<file path="config.mk">
export PLATFORM = sky130hd
export DESIGN_NAME = extint_ctrl
export DESIGN_NICKNAME = d
export VERILOG_FILES = /design/src/rtl/extint_pkg.sv /design/src/rtl/extint_pin.sv /design/src/rtl/extint_regs.sv /design/src/rtl/extint_datapath.sv /design/src/rtl/extint_ctrl.sv
export SDC_FILE = /design/constraint.sdc
export NUM_CORES = 1
export LEC_CHECK = 0
export ABC_AREA = 1
export BUFFER_PORTS_ARGS = -buffer_cell sky130_fd_sc_hd__buf_4
export CORE_ASPECT_RATIO = 2
export CORE_MARGIN = 2
export CORE_UTILIZATION = 55
export DETAILED_ROUTE_END_ITERATION = 8
export HOLD_SLACK_MARGIN = 0.15
export PLACE_DENSITY_LB_ADDON = 0.1
export SLEW_MARGIN = 30
export SYNTH_ARGS = -nofsm -noshare
export SYNTH_HDL_FRONTEND = slang
export SYNTH_SLANG_ARGS = --single-unit
</file>
<file path="constraint.sdc">
create_clock -name clk -period 1.3 [get_ports clk]
set_input_delay 0.195 -clock clk [delete_from_list [all_inputs] [get_ports clk]]
set_output_delay 0.195 -clock clk [all_outputs]
set_load 0.05 [all_outputs]
</file>
<file path="src/rtl/extint_pkg.sv">
package extint_pkg;
  localparam int PIN_MAX = 8;

  typedef enum logic [2:0] {
    REG_SENSE  = 3'd0,
    REG_PRIO   = 3'd1,
    REG_SOURCE = 3'd2,
    REG_MSET   = 3'd3,
    REG_MCLR   = 3'd4,
    REG_CTRL   = 3'd5
  } regSel_e;

  typedef enum logic [3:0] {
    SNS_FALL = 4'd0,
    SNS_RISE = 4'd1,
    SNS_LOW  = 4'd2,
    SNS_HIGH = 4'd3,
    SNS_BOTH = 4'd4
  } senseCode_e;

  // strobes from register control to the datapath
  typedef struct packed {
    logic               srcWr;
    logic [PIN_MAX-1:0] keep;   // bit k = pin k keeps its pending state
  } srcStrobe_t;
endpackage

</file>
<file path="src/rtl/extint_pin.sv">
module extint_pin
  import extint_pkg::*;
#(
  parameter int SENSE_W = 4
) (
  input  logic               clk,
  input  logic               rst_n,
  input  logic               pinRaw,
  input  logic [SENSE_W-1:0] senseField,
  output logic               event_o
);
  logic syncA, syncB, histC;
  logic [3:0] code;

  always_ff @(posedge clk or negedge rst_n) begin
    if (!rst_n) begin
      syncA <= 1'b0;
      syncB <= 1'b0;
      histC <= 1'b0;
    end else begin
      syncA <= pinRaw;
      syncB <= syncA;
      histC <= syncB;
    end
  end

  assign code = 4'(senseField);

  always_comb begin
    unique case (code)
      SNS_FALL: event_o = histC & ~syncB;
      SNS_RISE: event_o = ~histC & syncB;
      SNS_LOW:  event_o = ~syncB;
      SNS_HIGH: event_o = syncB;
      SNS_BOTH: event_o = histC ^ syncB;
      default:  event_o = 1'b0;
    endcase
  end
endmodule

</file>
<file path="src/rtl/extint_regs.sv">
module extint_regs
  import extint_pkg::*;
#(
  parameter int NUM_PINS = 8,
  parameter int DATA_W   = 32,
  parameter int SRC_W    = 8,
  parameter int MODE_BIT = 23
) (
  input  logic                clk,
  input  logic                rst_n,
  input  logic                wrEn,
  input  logic [2:0]          addr,
  input  logic [DATA_W-1:0]   wrData,
  input  logic [NUM_PINS-1:0] pendVec,
  output logic [DATA_W-1:0]   senseReg,
  output logic [DATA_W-1:0]   prioReg,
  output logic [NUM_PINS-1:0] maskVec,
  output logic                modeOn,
  output srcStrobe_t          strb,
  output logic [DATA_W-1:0]   rdData
);
  logic hitSense, hitPrio, hitSrc, hitSet, hitClr, hitCtrl;
  logic [DATA_W-1:0] srcView;

  assign hitSense = wrEn && (addr == REG_SENSE);
  assign hitPrio  = wrEn && (addr == REG_PRIO);
  assign hitSrc   = wrEn && (addr == REG_SOURCE);
  assign hitSet   = wrEn && (addr == REG_MSET);
  assign hitClr   = wrEn && (addr == REG_MCLR);
  assign hitCtrl  = wrEn && (addr == REG_CTRL);

  always_ff @(posedge clk or negedge rst_n) begin
    if (!rst_n) begin
      senseReg <= '0;
      prioReg  <= '0;
      modeOn   <= 1'b0;
    end else begin
      if (hitSense) senseReg <= wrData;
      if (hitPrio)  prioReg  <= wrData;
      if (hitCtrl)  modeOn   <= wrData[MODE_BIT];
    end
  end

  for (genvar k = 0; k < NUM_PINS; k++) begin : g_mask
    always_ff @(posedge clk or negedge rst_n) begin
      if (!rst_n)                           maskVec[k] <= 1'b1;
      else if (hitSet && wrData[SRC_W-1-k]) maskVec[k] <= 1'b1;
      else if (hitClr && wrData[SRC_W-1-k]) maskVec[k] <= 1'b0;
    end
  end

  assign strb.srcWr = hitSrc;
  for (genvar k = 0; k < PIN_MAX; k++) begin : g_keep
    if (k < NUM_PINS) begin : g_used
      assign strb.keep[k] = wrData[SRC_W-1-k];
    end else begin : g_unused
      assign strb.keep[k] = 1'b1;
    end
  end

  always_comb begin
    srcView = '0;
    for (int k = 0; k < NUM_PINS; k++) srcView[SRC_W-1-k] = pendVec[k];
  end

  always_comb begin
    rdData = '0;
    unique case (addr)
      REG_SENSE:  rdData = senseReg;
      REG_PRIO:   rdData = prioReg;
      REG_SOURCE: rdData = srcView;
      REG_CTRL:   rdData[MODE_BIT] = modeOn;
      default:    rdData = '0;
    endcase
  end
endmodule

</file>
<file path="src/rtl/extint_datapath.sv">
module extint_datapath
  import extint_pkg::*;
#(
  parameter int NUM_PINS = 8,
  parameter int SENSE_W  = 4,
  parameter int PRIO_W   = 4,
  parameter int DATA_W   = 32
) (
  input  logic                clk,
  input  logic                rst_n,
  input  logic [NUM_PINS-1:0] pinIn,
  input  logic [DATA_W-1:0]   senseReg,
  input  logic [DATA_W-1:0]   prioReg,
  input  logic [NUM_PINS-1:0] maskVec,
  input  logic                modeOn,
  input  srcStrobe_t          strb,
  output logic [NUM_PINS-1:0] pendVec,
  output logic                irqAny,
  output logic [NUM_PINS-1:0] irqPin
);
  logic [NUM_PINS-1:0] evVec, prioOk, gatedVec, keptVec;

  for (genvar k = 0; k < NUM_PINS; k++) begin : g_pin
    extint_pin #(.SENSE_W(SENSE_W)) u_pin (
      .clk        (clk),
      .rst_n      (rst_n),
      .pinRaw     (pinIn[k]),
      .senseField (senseReg[DATA_W-1-k*SENSE_W -: SENSE_W]),
      .event_o    (evVec[k])
    );
    assign prioOk[k] = |prioReg[DATA_W-1-k*PRIO_W -: PRIO_W];
  end

  assign keptVec = strb.srcWr ? (pendVec & strb.keep[NUM_PINS-1:0]) : pendVec;

  always_ff @(posedge clk or negedge rst_n) begin
    if (!rst_n) pendVec <= '0;
    else        pendVec <= keptVec | evVec;
  end

  assign gatedVec = pendVec & ~maskVec & prioOk;
  assign irqAny   = |gatedVec;
  assign irqPin   = modeOn ? gatedVec : '0;
endmodule

</file>
<file path="src/rtl/extint_ctrl.sv">
module extint_ctrl
  import extint_pkg::*;
#(
  parameter int NUM_PINS = 8,
  parameter int SENSE_W  = 4,
  parameter int PRIO_W   = 4,
  parameter int DATA_W   = 32,
  parameter int SRC_W    = 8,
  parameter int MODE_BIT = 23
) (
  input  logic                clk,
  input  logic                rst_n,
  input  logic [NUM_PINS-1:0] pinIn,
  input  logic                wrEn,
  input  logic [2:0]          addr,
  input  logic [DATA_W-1:0]   wrData,
  output logic [DATA_W-1:0]   rdData,
  output logic                irqAny,
  output logic [NUM_PINS-1:0] irqPin
);
  logic [DATA_W-1:0]   senseReg, prioReg;
  logic [NUM_PINS-1:0] maskVec, pendVec;
  logic                modeOn;
  srcStrobe_t          strb;

  extint_regs #(
    .NUM_PINS(NUM_PINS), .DATA_W(DATA_W), .SRC_W(SRC_W), .MODE_BIT(MODE_BIT)
  ) u_regs (
    .clk(clk), .rst_n(rst_n), .wrEn(wrEn), .addr(addr), .wrData(wrData),
    .pendVec(pendVec), .senseReg(senseReg), .prioReg(prioReg),
    .maskVec(maskVec), .modeOn(modeOn), .strb(strb), .rdData(rdData)
  );

  extint_datapath #(
    .NUM_PINS(NUM_PINS), .SENSE_W(SENSE_W), .PRIO_W(PRIO_W), .DATA_W(DATA_W)
  ) u_dp (
    .clk(clk), .rst_n(rst_n), .pinIn(pinIn), .senseReg(senseReg),
    .prioReg(prioReg), .maskVec(maskVec), .modeOn(modeOn), .strb(strb),
    .pendVec(pendVec), .irqAny(irqAny), .irqPin(irqPin)
  );
endmodule

</file>
**After elaboration in Yosys (flattened, before gate mapping)**

Cells that the tools add are included.

- Equal/unequal tests: 37
- Multiplexer cells: 29
- Bitwise operators: 45
- Reductions and logical operators: 48

Operators with widths:

| kind | number |
|---|---|
| 23-bit case mux with 3 select lines | 1 |
| 4-bit by 2-bit equality test with 1-bit output (second input constant) | 16 |
| 1-bit case mux with 5 select lines | 8 |
| 4-bit by 1-bit equality test with 1-bit output (second input constant) | 8 |
| 4-bit by 3-bit equality test with 1-bit output (second input constant) | 8 |
| 4-bit zero test | 8 |
| 4-bit OR reduction | 8 |
| 8-bit AND | 3 |
| 1-bit logical AND | 22 |
| 1-bit AND | 16 |
| 1-bit 2-to-1 mux | 16 |
| 8-bit 2-to-1 mux | 2 |
| 1-bit inverter | 16 |
| 8-bit case mux with 2 select lines | 1 |
| 2-bit nonzero test | 8 |
| 8-bit inverter | 1 |
| 8-bit OR | 1 |
| 8-bit OR reduction | 1 |
| 1-bit XOR | 8 |
| 3-bit by 2-bit equality test with 1-bit output (second input constant) | 2 |
| 3-bit equality test (second input constant) | 2 |
| 3-bit by 1-bit equality test with 1-bit output (second input constant) | 1 |
| 3-bit zero test | 1 |
| 1-bit case mux with 3 select lines | 1 |

- Register bits: 105
- Input bits: 46
- Output and inout port bits: 41

**Depth between registers and ports, before layout**

- Depth after elaboration: 5
- Mapped depth: 8

**Hierarchy**

Synthesis repeated with hierarchy kept, for this count alone.

- Cells, all modules: 768
- Area, all modules: 5,691.7 sq um

By module, submodules not included:

| module | times used | cells each | area each (sq um) | seq. area each (sq um) |
|---|---|---|---|---|
| extint_regs | 1 | 463 | 3,540.9 | 1,836.8 |
| extint_pin | 8 | 27 | 201.4 | 75.1 |
| extint_datapath | 1 | 89 | 539.3 | 200.2 |

**Worst setup path before layout**

OpenSTA, ideal clock, no wires.

- Path kind: in2out
- Start point: input addr[1]
- End point: output rdData[12]
- Data arrival time: 1,799 ps
- Setup slack: -694 ps
- Stages: 4
- Cell sequence: nor2_1 > nand2_1 > clkbuf_1 > o21ai_0

- Cells in the longest elaborated chain, start to end: 2
- Elaborated cells between the ends (all ways): 4
- Those cells by class: eq/ne (2); mux (1); reduce/logical (1)

Ends and longest elaborated chain:

| item | line | RTL |
|---|---|---|
| from (decl) | extint_ctrl.sv:15 | `input logic [2:0] addr,` |
| 3-bit by 2-bit equality test with 1-bit output (tied with other cells) | extint_regs.sv:68 | `unique case (addr)` |
| 23-bit case mux with 3 select lines * | extint_regs.sv:68 |  |
| to (decl) | extint_ctrl.sv:17 | `output logic [DATA_W-1:0] rdData,` |

Mark *: on every way between the ends. The rest lies on a longest branch, timed or not.

**Worst setup path after layout**

- Start point: register u_regs.prioReg[28]
- End point: output irqAny

- Cells in the longest elaborated chain, start to end: 3

Ends and longest elaborated chain:

| item | line | RTL |
|---|---|---|
| from (decl) | extint_regs.sv:16 | `output logic [DATA_W-1:0] prioReg,` |
| from (signal assigned) | extint_regs.sv:39 | `if (hitPrio) prioReg <= wrData;` |
| 4-bit OR reduction | extint_datapath.sv:31 | `assign prioOk[k] = \|prioReg[DATA_W-1-k*PRIO_W -: PRIO_W];` |
| 8-bit AND | extint_datapath.sv:41 | `assign gatedVec = pendVec & ~maskVec & prioOk;` |
| 8-bit OR reduction | extint_datapath.sv:42 | `assign irqAny = \|gatedVec;` |
| to (decl) | extint_ctrl.sv:18 | `output logic irqAny,` |

No other way between the ends.

==> flow_summary.yaml <==
run_status:
  status: "finished, violations left"
  violations: "setup timing"
logic_synthesis:
  synth_fp_nets: 703
  yosysTopAreaCellShare_pct: 47.8
  ys_seq_elements: 105
  synthCells: 641
  avgSynthCellArea_um2: 7.92
  synth_top_area_cell: "dfrtp_1"
  seq_area_frac_synth_pct: 52.0
  yosys-top-cells-area: "dfrtp_1 (48%), nand2_1 (13%), o21ai_0 (9.4%)"
  ys_warn_count: 0
  syn_area_um2: 5070
  synth.distinct_cells: 23
timing:
  worst_pin_slew_ns: 0.410
  holdWs_ns: 0.154
  setup_tns_ns: -4.68
  period_needed_ns: 1.81
  grt_setup_unrepaired: "true"
  fin_skew_ns: 0.00833
  fin_ws_ns: -0.511
  fmax_mhz: 552
  post-route-period-util_pct: 139
  report.final.slew_viol_count: 0
  setup_violations: 40
  slew_headroom_pct: 72.6
  finalHoldViolCount: 0
clocking:
  cts_buffers: 9
  cts_tree: "yes"
  cts_buffer_depth: 2
  cts_sinks: 105
  path_clk_slew_ns: 0.07
  insertion_delay_ns: 0.35
  h-tree-depth: 3
  clockRootBuffer: "clkbuf_16"
detailed_routing:
  vias: 5483
  wirelength_um: 17600
  drtPass1Iterations: 6
  drc: 0
  antenna_left: 0
  drt_iter0_markers: 560
  wl_per_cell_um: 18.2
  vias_per_cell: 5.68
place:
  post-place-ws_ns: -0.119
  hpwl_um: 9570
  port_buffers: 86
  postPlaceCellArea_um2: 6200
  place_congestion: 0.840
worst_setup_path:
  crit_arrival_ns: 1.62
  cpMostUsedCell: "nand2_1"
  start_kind: "flip-flop"
  cp_slowest_cell: "dfrtp_1"
  r2r_start: "u_dp.g_pin[2].u_pin.syncB"
  end_kind: "output port"
  worstSetupStartpoint: "u_regs.prioReg[28]"
  path_max_fanout: 2
  crit_family: "simple AND/OR/NAND/NOR gates"
  crit_path_max_incr_delay_ns: 0.39
  crit_type: "flip-flop to output port"
  critical_path_buf_inv_count: 1
  required_ns: 1.11
  crit_path_cell_trace: "nor2_1 > nand2_1 > nand2_2 > nand2_1 > nor2_1 > nand2_1 > buf_6"
pwr:
  p_per_area_nw_per_um2: 1380
  power_w: 0.0109
  ir_worst_vdd_v: 0.000995
  p_leak_nw: 4.14
worst_hold_path:
  hp-class: "input pin to flip-flop"
  min_from: "wrData[14]"
layout:
  design_area_um2: 7910
  nNetsFinal: 919
  nFillCells: 427
  post_route_cells_drive_above_1_share_pct: 36.7
  final-seq-area_um2: 2640
  final_cell_mix: "nand2_1 (148), buf_4 (109), dfrtp_1 (96)"
  multi_input_area_um2: 2280
  area_growth_pct: 55.9
  final_common_cell: "nand2_1"
grt:
  antenna_found_initial: 0
  grt_pass1_wl_um: 24200
  grt_start_max_net_pins: 49
  grt_overflow_total: 0
  grt_usage_pct: 31.1
  first_global_vias: 5262
die:
  fp.dieW_um: 71.9
  rows: 49
  core-area_um2: 9010
  start_util_pct: 56.3
  ios: 87
  fp.dieArea_um2: 10100
  fp.dieH_um: 140
flow_run:
  cap_violations: 0
cells by family (layout without fill, tap and decap cells):
logic type | count (synthesis) | in the layout | synth area share [%]
DFF | 105 | 105 | 52.0
other | 0 | 1 | 0
AOI/OAI and AO/OA | 116 | 116 | 12.1
and+or+nand+nor | 278 | 278 | 22.1
adders and majority gates | 16 | 16 | 3.94
buffers and inverters | 126 | 347 | 9.84
worst reg2reg max path, stage by stage, from the launching register on:
cell and delay [ns]:
dfrtp_1 0.41, buf_4 0.15, ha_1 0.19, inv_1 0.07, nand2_1 0.08, nand3_1 0.10
nand3_1 0.09, nand2_1 0.10, nand2_1 0.05
per-stage QoR:
step | cells | util [%]
2_1_floorplan | 641 | -
3_3_place_gp | 858 | 68.8
3_5_place_dp | 858 | 68.8
4_1_cts | 940 | 83.0
5_1_grt | 964 | 87.8
6_report | 965 | 87.8
Yosys cell counts:
master    count
clkbuf_1      5
nor2_2        1
dfrtp_1      97
nand2_1     179
o21ai_1       2
inv_2         3
buf_6         2
clkbuf_2      2
nand2_2       3
o211ai_1      7
nand3b_1      1
a21oi_1       5
o22ai_1       4
nand3_1      42
dfstp_2       8
inv_1       107
o21ai_0      95
nor3_2        1
ha_1         16
a22o_1        3
buf_2         7
nor2_4        1
nor2_1       50
registers in the layout, summed over array words and instances (netlist names):
| register | count |
|---|---|
| u_dp.pendVec | 8 |
| u_dp.g_pin.u_pin.syncA | 8 |
| u_regs.maskVec | 8 |
| u_dp.g_pin.u_pin.histC | 8 |
| u_dp.g_pin.u_pin.syncB | 8 |
| u_regs.senseReg | 32 |
| u_regs.prioReg | 32 |
| u_regs.modeOn | 1 |
cell type report:
type                       count  share of cell area (%)
sequential                   105                    33.3
multi-input combinational    410                    28.9
timing repair buffer         221                    26.8
inverter                     110                    5.42
clock buffer                  12                    3.24
tap                          102                    1.61
clock inverter                 4                   0.648
antenna                        1                  0.0316
final timing paths:
path,to,slack (ns),depth (start not counted)
max in group asynchronous,u_regs.senseReg[29],0.36,3
min in group asynchronous,u_dp.g_pin[6].u_pin.syncB,0.30,2
setup / recovery,irqAny,-0.51,7
hold / removal,u_regs.prioReg[14],0.15,3
hold reg to reg,u_dp.g_pin[5].u_pin.syncB,0.36,0
setup reg to reg,u_dp.pendVec[2],-0.05,8
where the power goes:
part | total, W | leakage [nW] | switching, W | internal, W
registers | 0.00424 | 1.25 | 0.000420 | 0.00382
logic | 0.00389 | 2.73 | 0.00218 | 0.00171
clock network | 0.00278 | 0.149 | 0.00118 | 0.00160
metal layers:
| layer | global-route usage, % | vias to the layer above | part of all wire, % |
|---|---|---|---|
| met2 | 53.1 | 311 | 54 |
| met4 | 18.8 | 0 | 5.8 |
| li1 | - | 2445 | - |
| met3 | 5.00 | 97 | 5.7 |
| met5 | 0 | - | 0 |
| met1 | 35.7 | 2630 | 34 |
repair_timing:
item	4_1_cts	5_1_grt
pin swaps	36	47
endpoints found under the hold margin	129	0
setup endpoints to repair	41	45
hold buffers	36	0
gates resized for setup	114	84
buffers inserted	34	42
Note: power is estimated with default switching activity, not from simulation.
